**src/rtl/seg_pkg.sv**
```systemverilog
package seg_pkg;
  localparam int FRAME_W = 16;
  localparam int CFG_N   = 5;

  typedef enum logic [1:0] {TX_IDLE, TX_LOW, TX_HIGH, TX_GAP} tx_state_t;
  typedef enum logic [1:0] {SQ_CFG, SQ_IDLE, SQ_CONV, SQ_SEND} seq_state_t;

  function automatic logic [FRAME_W-1:0] cfg_frame(input logic [2:0] idx,
                                                   input logic [7:0] bright);
    case (idx)
      3'd0:    cfg_frame = {8'h0F, 8'h00};
      3'd1:    cfg_frame = {8'h0C, 8'h01};
      3'd2:    cfg_frame = {8'h0B, 8'h07};
      3'd3:    cfg_frame = {8'h09, 8'hFF};
      default: cfg_frame = {8'h0A, bright};
    endcase
  endfunction
endpackage

```
**src/rtl/seg_frame_tx.sv**
```systemverilog
module seg_frame_tx
  import seg_pkg::*;
#(
  parameter int CLK_DIV = 4
) (
  input  logic               clk,
  input  logic               rst,
  input  logic               go,
  input  logic [FRAME_W-1:0] frame,
  output logic               ready,
  output logic               done,
  output logic               sdat,
  output logic               sclk,
  output logic               load_n
);
  localparam int CW = $clog2(CLK_DIV + 1);
  localparam int BW = $clog2(FRAME_W);

  tx_state_t          st;
  logic [CW-1:0]      cnt;
  logic [BW-1:0]      bitn;
  logic [FRAME_W-1:0] sreg;
  logic               phase_end;

  assign phase_end = (cnt == CW'(CLK_DIV - 1));
  assign ready     = (st == TX_IDLE);

  always_ff @(posedge clk) begin
    if (rst) begin
      st <= TX_IDLE; cnt <= '0; bitn <= '0; sreg <= '0;
      sdat <= 1'b0; sclk <= 1'b0; load_n <= 1'b1; done <= 1'b0;
    end else begin
      done <= 1'b0;
      case (st)
        TX_IDLE: if (go) begin
          sreg <= frame; sdat <= frame[FRAME_W-1];
          load_n <= 1'b0; cnt <= '0; bitn <= '0; st <= TX_LOW;
        end
        TX_LOW: begin
          if (phase_end) begin cnt <= '0; sclk <= 1'b1; st <= TX_HIGH; end
          else cnt <= cnt + 1'b1;
        end
        TX_HIGH: begin
          if (phase_end) begin
            cnt <= '0; sclk <= 1'b0;
            if (bitn == BW'(FRAME_W - 1)) begin
              load_n <= 1'b1; sdat <= 1'b0; st <= TX_GAP;
            end else begin
              bitn <= bitn + 1'b1;
              sreg <= {sreg[FRAME_W-2:0], 1'b0};
              sdat <= sreg[FRAME_W-2];
              st   <= TX_LOW;
            end
          end else cnt <= cnt + 1'b1;
        end
        default: begin
          if (phase_end) begin cnt <= '0; done <= 1'b1; st <= TX_IDLE; end
          else cnt <= cnt + 1'b1;
        end
      endcase
    end
  end


  data_stable_hi_chk: assert property (@(posedge clk) disable iff (rst)
    (sclk && $past(sclk)) |-> $stable(sdat));

  clk_only_in_frame_chk: assert property (@(posedge clk) disable iff (rst)
    sclk |-> !load_n);

  idle_lines_low_chk: assert property (@(posedge clk) disable iff (rst)
    $rose(load_n) |-> (!sclk && !sdat));
endmodule

```
**src/rtl/seg_bin2bcd.sv**
```systemverilog
module seg_bin2bcd #(
  parameter int BIN_W  = 32,
  parameter int DIGITS = 8
) (
  input  logic                clk,
  input  logic                rst,
  input  logic                go,
  input  logic [BIN_W-1:0]    bin,
  output logic [4*DIGITS-1:0] bcd,
  output logic                done
);
  localparam int BCD_W = 4 * DIGITS;
  localparam int CNT_W = $clog2(BIN_W + 1);

  logic [BIN_W-1:0] sh;
  logic [BCD_W-1:0] adj;
  logic [CNT_W-1:0] cnt;
  logic             run;

  for (genvar d = 0; d < DIGITS; d++) begin : g_adj
    assign adj[4*d +: 4] = (bcd[4*d +: 4] >= 4'd5) ? bcd[4*d +: 4] + 4'd3
                                                   : bcd[4*d +: 4];
  end

  always_ff @(posedge clk) begin
    if (rst) begin
      sh <= '0; bcd <= '0; cnt <= '0; run <= 1'b0; done <= 1'b0;
    end else begin
      done <= 1'b0;
      if (go && !run) begin
        sh <= bin; bcd <= '0; cnt <= CNT_W'(BIN_W); run <= 1'b1;
      end else if (run) begin
        bcd <= {adj[BCD_W-2:0], sh[BIN_W-1]};
        sh  <= {sh[BIN_W-2:0], 1'b0};
        cnt <= cnt - 1'b1;
        if (cnt == CNT_W'(1)) begin run <= 1'b0; done <= 1'b1; end
      end
    end
  end
endmodule

```
**src/rtl/seg_serial_ctrl.sv**
```systemverilog
module seg_serial_ctrl
  import seg_pkg::*;
#(
  parameter int          VAL_W      = 32,
  parameter int          DIGITS     = 8,
  parameter int          CLK_DIV    = 4,
  parameter logic [7:0]  BRIGHTNESS = 8'h04
) (
  input  logic             clk,
  input  logic             rst,
  input  logic             start,
  input  logic [VAL_W-1:0] value,
  output logic             busy,
  output logic             ser_data,
  output logic             ser_clk,
  output logic             ser_load_n
);
  localparam longint      MAX_VAL = 64'd99999999;
  localparam logic [2:0]  LAST_CFG = 3'(CFG_N - 1);
  localparam logic [2:0]  LAST_DIG = 3'(DIGITS - 1);

  seq_state_t          st;
  logic [2:0]          idx;
  logic                issued, go;
  logic                conv_go, conv_done;
  logic [VAL_W-1:0]    val_q;
  logic [4*DIGITS-1:0] bcd, dig_q;
  logic [FRAME_W-1:0]  frame_q, next_frame;
  logic                tx_ready, tx_done;
  logic [VAL_W-1:0]    sat_val;

  assign sat_val = (64'(value) > MAX_VAL) ? VAL_W'(MAX_VAL) : value;

  always_comb begin
    if (st == SQ_CFG) next_frame = cfg_frame(idx, BRIGHTNESS);
    else next_frame = {8'(DIGITS) - 8'(idx),
                       4'h0, dig_q[4*(DIGITS-1-32'(idx)) +: 4]};
  end

  always_ff @(posedge clk) begin
    if (rst) begin
      st <= SQ_CFG; idx <= '0; issued <= 1'b0; go <= 1'b0; busy <= 1'b1;
      conv_go <= 1'b0; val_q <= '0; dig_q <= '0; frame_q <= '0;
    end else begin
      go <= 1'b0; conv_go <= 1'b0;
      case (st)
        SQ_IDLE: if (start) begin
          val_q <= sat_val; conv_go <= 1'b1; busy <= 1'b1; st <= SQ_CONV;
        end
        SQ_CONV: if (conv_done) begin dig_q <= bcd; idx <= '0; st <= SQ_SEND; end
        default: begin
          if (!issued && tx_ready && !go) begin
            go <= 1'b1; issued <= 1'b1; frame_q <= next_frame;
          end
          if (tx_done) begin
            issued <= 1'b0;
            if (idx == ((st == SQ_CFG) ? LAST_CFG : LAST_DIG)) begin
              idx <= '0; busy <= 1'b0; st <= SQ_IDLE;
            end else idx <= idx + 1'b1;
          end
        end
      endcase
    end
  end

  seg_bin2bcd #(.BIN_W(VAL_W), .DIGITS(DIGITS)) u_conv (
    .clk(clk), .rst(rst), .go(conv_go), .bin(val_q), .bcd(bcd), .done(conv_done)
  );

  seg_frame_tx #(.CLK_DIV(CLK_DIV)) u_tx (
    .clk(clk), .rst(rst), .go(go), .frame(frame_q), .ready(tx_ready),
    .done(tx_done), .sdat(ser_data), .sclk(ser_clk), .load_n(ser_load_n)
  );


  busy_on_accept_chk: assert property (@(posedge clk) disable iff (rst)
    (start && !busy) |=> busy);

  ignore_when_busy_chk: assert property (@(posedge clk) disable iff (rst)
    (start && busy) |=> $stable(val_q));

  idle_no_traffic_chk: assert property (@(posedge clk) disable iff (rst)
    !busy |-> ser_load_n);
endmodule

```
**config.mk**
```make
export PLATFORM = sky130hd
export DESIGN_NAME = seg_serial_ctrl
export DESIGN_NICKNAME = d
export VERILOG_FILES = /design/src/rtl/seg_pkg.sv /design/src/rtl/seg_frame_tx.sv /design/src/rtl/seg_bin2bcd.sv /design/src/rtl/seg_serial_ctrl.sv
export SDC_FILE = /design/constraint.sdc
export NUM_CORES = 1
export LEC_CHECK = 0
export CORE_MARGIN = 2
export CORE_UTILIZATION = 50
export CTS_CLUSTER_DIAMETER = 100
export DETAILED_ROUTE_END_ITERATION = 10
export DONT_BUFFER_PORTS = 1
export GPL_TIMING_DRIVEN = 1
export PLACE_DENSITY = 0.73
export REMOVE_ABC_BUFFERS = 1
export SLEW_MARGIN = 5
export SYNTH_ARGS = -nofsm -noshare
export SYNTH_HDL_FRONTEND = slang
export SYNTH_SLANG_ARGS = --single-unit
```
**constraint.sdc**
```tcl
create_clock -name clk -period 1.8 [get_ports clk]
set_input_delay 0.09 -clock clk [delete_from_list [all_inputs] [get_ports clk]]
set_output_delay 0.09 -clock clk [all_outputs]
set_load 0.05 [all_outputs]
```
# [Yosys cells after proc, flatten, opt, wreduce, memory -nomap -nowiden]
# Cells that the tools add are included.
[totals] wordCells=172 in_bits=35 out_inout_bits=4 ff_bits=189
[op_classes] n_shift=1 bitwise=4 n_eq_ne=18 magnitude_cmp=9 muxes=66 reduce_logical=37 addsub=14
[ops] op="$mux W32" n=3
[ops] op="$mux W15" n=3
[ops] op="$pmux W11 S4" n=1
[ops] op="$mux W4" n=10
[ops] op="$shiftx A32 B33 Y4" n=1
[ops] op="$ge A4 B3 Y1 const B" n=8
[ops] op="$gt A32 B27 Y1 const B" n=1
[ops] op="$pmux W15 S2" n=1
[ops] op="$add A4 B2 Y4 const B" n=7
[ops] op="$mux W3" n=7
[ops] op="$mux W1" n=20
[ops] op="$mux W2" n=10
[ops] op="$reduce_and A4 Y1" n=5
[ops] op="$mux W16" n=1
[ops] op="$reduce_bool A2 Y1" n=8
[ops] op="$mux W6" n=2
[ops] op="$eq A3 B2 Y1 const B" n=3
[ops] op="$reduce_and A3 Y1" n=3
[ops] op="$ne A2 B1 Y1 const B" n=4
[ops] op="$pmux W1 S2" n=4
[ops] op="$pmux W4 S2" n=1
[ops] op="$reduce_and A2 Y1" n=4
[ops] op="$add A3 B1 Y3 const B" n=2
[ops] op="$eq A6 B1 Y1 const B" n=1
[ops] op="other kinds (23)" n=39

# [Longest topological paths before layout]
[depth] ltp_word=6 ltp_mapped=10 depth_no_buf=7

# [By module]
# From an unflattened synthesis, not the netlist that was laid out.
[hier_totals] cells_unflattened=1035 hier_area_um2=8841.0
[modules_own_cells] mod="seg_serial_ctrl" instances=1 cells_each=452 seq_area_each_um2=1641.6 area_each_um2=3719.8
[modules_own_cells] mod="seg_bin2bcd" instances=1 cells_each=429 seq_area_each_um2=1441.4 area_each_um2=3614.7
[modules_own_cells] mod="seg_frame_tx" instances=1 cells_each=154 seq_area_each_um2=560.5 area_each_um2=1506.4

# [Least setup slack after synthesis]
# OpenSTA, ideal clock, no wires.
[synth_path] kind="flip-flop to flip-flop" from="register u_tx.st[0]" to="register u_tx.sreg[6]" stages_incl_launch_ff=11 path_buffers=3 arrival_ns=1.709 required_time_ns=1.722 slack_ns=0.013 period_less_slack_ns=1.787 setup_time_ns=0.078 path_cell_list="dfxtp_1 inv_1 ha_1 nand2b_1 buf_2 o21a_1 and2_1 buf_2 buf_2 nor2_1 nor3_1"
[synth_via] elab_chain_cells=3 elab_cells_between_ends=8 classes_between="eq/ne: 4; mux: 1; reduce/logical: 3"
[synth_lines] item="start, declared" line="seg_frame_tx.sv:19" rtl="tx_state_t st;"
[synth_lines] item="start signal, assigned" line="seg_frame_tx.sv:30" rtl="st <= TX_IDLE; cnt <= '0; bitn <= '0; sreg <= '0;"
[synth_lines] item="start signal, assigned" line="seg_frame_tx.sv:37" rtl="load_n <= 1'b0; cnt <= '0; bitn <= '0; st <= TX_LOW;"
[synth_lines] item="start signal, assigned" line="seg_frame_tx.sv:40" rtl="if (phase_end) begin cnt <= '0; sclk <= 1'b1; st <= TX_HIGH; end"
[synth_lines] item="$eq A2 B2 Y1 / $logic_not A2 Y1 (equally long branches)" line="seg_frame_tx.sv:34" rtl="case (st)"
[synth_lines] item="$ne A2 B2 Y1 (no source line) (tied with other cells)"
[synth_lines] item="$reduce_and A4 Y1 (no source line)"
[synth_lines] item="end signal, assigned" line="seg_frame_tx.sv:36" rtl="sreg <= frame; sdat <= frame[FRAME_W-1];"
[synth_lines] item="end signal, assigned" line="seg_frame_tx.sv:50" rtl="sreg <= {sreg[FRAME_W-2:0], 1'b0};"
[synth_lines] item="end, declared" line="seg_frame_tx.sv:22" rtl="logic [FRAME_W-1:0] sreg;"
# Parallel ways exist; a longest one is shown, timed or not.
# A chain may end at the register's enable or synchronous reset.

# [Worst setup path after layout]
[layout_path] from="register u_tx.cnt[0]" to="register u_tx.cnt[1]"
[layout_via] elab_chain_cells=3 elab_cells_between_ends=4 classes_between="add/sub: 1; eq/ne: 1; mux: 2"
[layout_lines] item="start, declared" line="seg_frame_tx.sv:20" rtl="logic [CW-1:0] cnt;"
[layout_lines] item="start signal, assigned" line="seg_frame_tx.sv:41" rtl="else cnt <= cnt + 1'b1;"
[layout_lines] item="start signal, assigned" line="seg_frame_tx.sv:54" rtl="end else cnt <= cnt + 1'b1;"
[layout_lines] item="start signal, assigned" line="seg_frame_tx.sv:58" rtl="else cnt <= cnt + 1'b1;"
[layout_lines] item="$add A3 B1 Y3 / $eq A3 B2 Y1 (equally long branches)"
[layout_lines] item="$mux W3 *" line="seg_frame_tx.sv:40, seg_frame_tx.sv:44, seg_frame_tx.sv:57"
[layout_lines] item="$mux W3 *"
# Mark *: on every way between the ends. The rest lies on a longest branch, timed or not.

==> impl_summary.log <==
[metrics] cell at the root of the clock tree: clkbuf_16
[metrics] startpoint kind of the worst setup timing path: register
[metrics] WL/cell: 14.05 um
[metrics] sequential cell area in the final layout: between 0.003 and 0.004 mm2
[metrics] area of the die: 0.01753 mm2
[metrics] Max-Slew Margin vs Limit: 0.6346
[metrics] timing startpoint of the critical path: u_tx.cnt[0]
[metrics] filler-free cell count of the finished design: 1260
[metrics] flop-to-flop setup slack: around 0.06 ns
[metrics] top_reg_cell synth: dfxtp_1
[metrics] count leader, synth: dfxtp_1
[metrics] placed cell count: ~1200
[metrics] DR vias: 6680
[metrics] final total power: 9.032 mW
[metrics] number of nets in the layout: between 1000 and 1500
[metrics] arrival time worst endpoint: 2.05 ns
[metrics] buffer and inverter count on the worst path: 2
[metrics] post-route core utilization: 0.6188
[metrics] total leakage power: 3.594 nW
[metrics] final-layout fill cell count: roughly 1300
[metrics] vias in the first global route: 6435
[metrics] detailed-routing iteration count for the pre-antenna-repair pass: 7
[metrics] CTS tree: built
[metrics] syn avg cell area: 8.414 um2
[metrics] Max clock buf depth: 2
[metrics] Slowest-stage cell, CP: dlygate4sd3_1
[metrics] sequential-to-total area share from yosys stat: 0.4419
[metrics] summed negative setup slack over all endpoints: 0 ns
[metrics] antenna diode count: 0
[metrics] Routed Antenna Nets: 0
[metrics] family with the most delay on the worst path: buffers and inverters
[metrics] worst slack on hold paths: -0.2528 ns
[metrics] final-report setup violation count: 0
[metrics] f_max: 574.7 MHz
[metrics] pins over their slew limit: 0
[metrics] number of antenna violations at the first check in global routing: 0
[metrics] ports placed on the boundary: 39
[metrics] launch point of the worst reg-to-reg path: u_tx.cnt[0]
[metrics] Min-Delay Path Class: in -> reg
[metrics] horizontal die dimension: around 130 um
[metrics] post-synthesis instance area: 0.008245 mm2
[metrics] total power divided by cell area: 912.2 mW/mm2
[metrics] max-capacitance violation count: 0
[metrics] fin crit share: 0.9668
[metrics] starting density of the core: 0.5153
[metrics] synth unique cells: 56
[metrics] final weighted congestion in routability-driven placement: 0.8063
[metrics] start point of the worst hold path: rst
[metrics] row count: 46
[metrics] CTS buffer count: 17
[metrics] library cell occupying the most area in the post-synthesis netlist: dfxtp_1
[metrics] Overall Global Routing Usage: 0.2055
[metrics] H-tree depth reported by CTS: 4
[metrics] largest net degree at the start of global routing: 149
[metrics] Period minus WS final: 1.740 ns
[metrics] number of clock sinks seen by CTS: 182
[metrics] data required time of the critical path: 2.11 ns
[metrics] hold-critical path endpoint: u_tx.sreg[11]
[metrics] drt via density: 5.302
[metrics] Final Hold Viols: 118
[metrics] Multi-input gate area: roughly 0.0044 mm2
[metrics] Post-Synthesis Cells: 980
[metrics] worst setup path class: reg -> reg
[metrics] Post-synth EDFFs: 0
[metrics] Vert. Die Dim: 132.4 um
[metrics] P&R area growth vs syn: 20.08%
[metrics] highest cell delay on the worst timing path: about 0.55 ns
[metrics] clock-pin slew of the registers on the worst-case setup and hold paths: 0.07 ns
[metrics] proportion of netlist area held by the largest area contributor: 0.4419
[metrics] Skew-Pair Late Insertion Delay: 0.43 ns
[metrics] Routed Wire Length: 17.70 mm
[metrics] synth cell count leaders: 182 x dfxtp_1, 161 x nor2_1, 118 x nand2_1
[metrics] global-route wire length before repair: between 30 and 40 mm
[metrics] critical-path maximum fanout: 6
[metrics] largest clock skew in the final design: 0.007232 ns
[metrics] cell types with the largest area share after synthesis: dfxtp_1 44%, nor2_1 7.3%, a21oi_1 6.3%, mux2i_1 6.1%, nand2_1 5.4%
[metrics] Yosys warnings: 0
[metrics] Setup crit end kind: register
[metrics] Async SR Flop Fraction: 0
[metrics] Worst R2R Path Depth: 7
[metrics] total of flip-flops plus latches after synthesis: 182
[metrics] violations in the final reports: hold timing
[metrics] maximum vdd drop: 0.7168 mV
[metrics] fraction of layout cells with a size suffix above 1: 0.1149
[metrics] port bufs: 0
[metrics] run status: complete, but fails checks
[metrics] Residual DRC: 0
[metrics] area of the core: 0.01600 mm2
[metrics] Critical Path, Cell by Cell: ha_2, nand2b_4, buf_6, nand2_1, o22a_1, nor2_1, dlygate4sd3_1
[metrics] number of violations reported at the end of detailed-routing iteration 0: 413
[metrics] cell count of the worst hold path: 1
[metrics] HPWL reported at the end of detailed placement: 10.56 mm
[metrics] capture instance of the worst register-to-register path: u_tx.cnt[1]
[metrics] overflow left after global routing: 0
[metrics] actual slew at the worst max-slew pin: between 0.5 and 0.6 ns
==> worst max path at each step <==
stage | end | cells past startpoint
final | u_tx.cnt[1] | 7
after global routing | u_tx.st[1] | 8
after CTS | frame_q[2] | 6
after detailed placement | frame_q[2] | 5
after global placement | frame_q[2] | 5
after floorplan | u_conv.cnt[1] | 3
==> state kept, by name, indices dropped and copies added, names as in the netlist <==
signal and cells:
u_conv.done 1, u_tx.sdat 1, go 1, u_conv.bcd 32, u_tx.load_n 1, u_conv.cnt 6, frame_q 9, val_q 32
idx 3, st 2, u_tx.cnt 3, u_conv.run 1, u_tx.st 2, u_tx.bitn 4, u_tx.sreg 15, busy 1
dig_q 32, u_tx.sclk 1, conv_go 1, u_tx.done 1, u_conv.sh 32, issued 1
==> metrics by stage <==
stage	area [um2]	worst slack, ns
floorplan	7994	-1.703
global placement	8642	0.06343
detailed placement	8642	-0.04600
CTS	9746	0.01600
global route	9901	-0.02182
finish	9901	0.05983
==> cell usage in the layout (no fill, tap or decap), types with 4 or more instances in the layout <==
cell | Yosys | layout
a211oi_1 | 18 | 14
a211oi_2 | 0 | 4
a21o_1 | 10 | 10
a21oi_1 | 104 | 102
a22oi_1 | 8 | 8
and2_1 | 9 | 8
buf_12 | 0 | 4
buf_4 | 0 | 37
clkbuf_16 | 0 | 18
dfxtp_1 | 182 | 176
dlygate4sd3_1 | 0 | 50
ha_1 | 33 | 29
inv_1 | 30 | 28
inv_2 | 4 | 6
inv_6 | 0 | 4
mux2i_1 | 50 | 50
mux4_2 | 8 | 8
nand2_1 | 118 | 115
nand2b_1 | 19 | 17
nand3_1 | 20 | 20
nand3b_1 | 8 | 8
nor2_1 | 161 | 161
nor2b_1 | 5 | 5
nor3_1 | 23 | 22
o211ai_1 | 7 | 7
o21a_1 | 15 | 15
o21ai_0 | 10 | 10
o21ai_1 | 20 | 19
xnor2_1 | 18 | 18
==> cell families after synthesis <==
family / Yosys count / synth area share
AO/OA/AOI/OAI: 211 / 0.1548
buffers and inverters: 94 / 0.04598
XOR/XNOR: 21 / 0.02231
flip-flops: 182 / 0.4419
multiplexers: 58 / 0.08255
AND/OR/NAND/NOR: 381 / 0.2024
adder cells (fa/ha/maj): 33 / 0.05008
==> layout make-up <==
cell class / instances / share of cell area
clock buffer: 21 / 0.04865
inverter: 34 / 0.01289
timing repair buffer: 94 / 0.09010
tap: 216 / 0.02730
multi-input combinational: 704 / 0.4399
clock inverter: 9 / 0.01163
sequential: 182 / 0.3695
==> per-layer routing <==
layer | part of all wire | routed length (um) | vias up | track usage
met5 | 0 | 0 | - | 0
met4 | 0.013 | 225 | 0 | 0.06750
met3 | 0.029 | 509 | 24 | 0.04674
met2 | 0.49 | 8647 | 81 | 0.3377
met1 | 0.47 | 8320 | 3141 | 0.2685
li1 | - | - | 3434 | -
==> power breakdown <==
group | leakage [nW] | internal, mW | total (mW) | switching, mW
sequential | 1.47 | 4.17 | 4.27 | 0.0948
clock | 0.288 | 2.20 | 3.79 | 1.58
combinational | 1.83 | 0.459 | 0.975 | 0.517
==> timing repair <==
item / 4_1_cts / 5_1_grt
gates resized for setup: 11 / 27
setup buffers: 0 / 1
setup endpoints to repair: 5 / 50
pin swaps: 0 / 4
endpoints found under the hold margin: 145 / 126
hold buffers: 47 / 3
No activity file was read; power rests on OpenSTA's default activity.
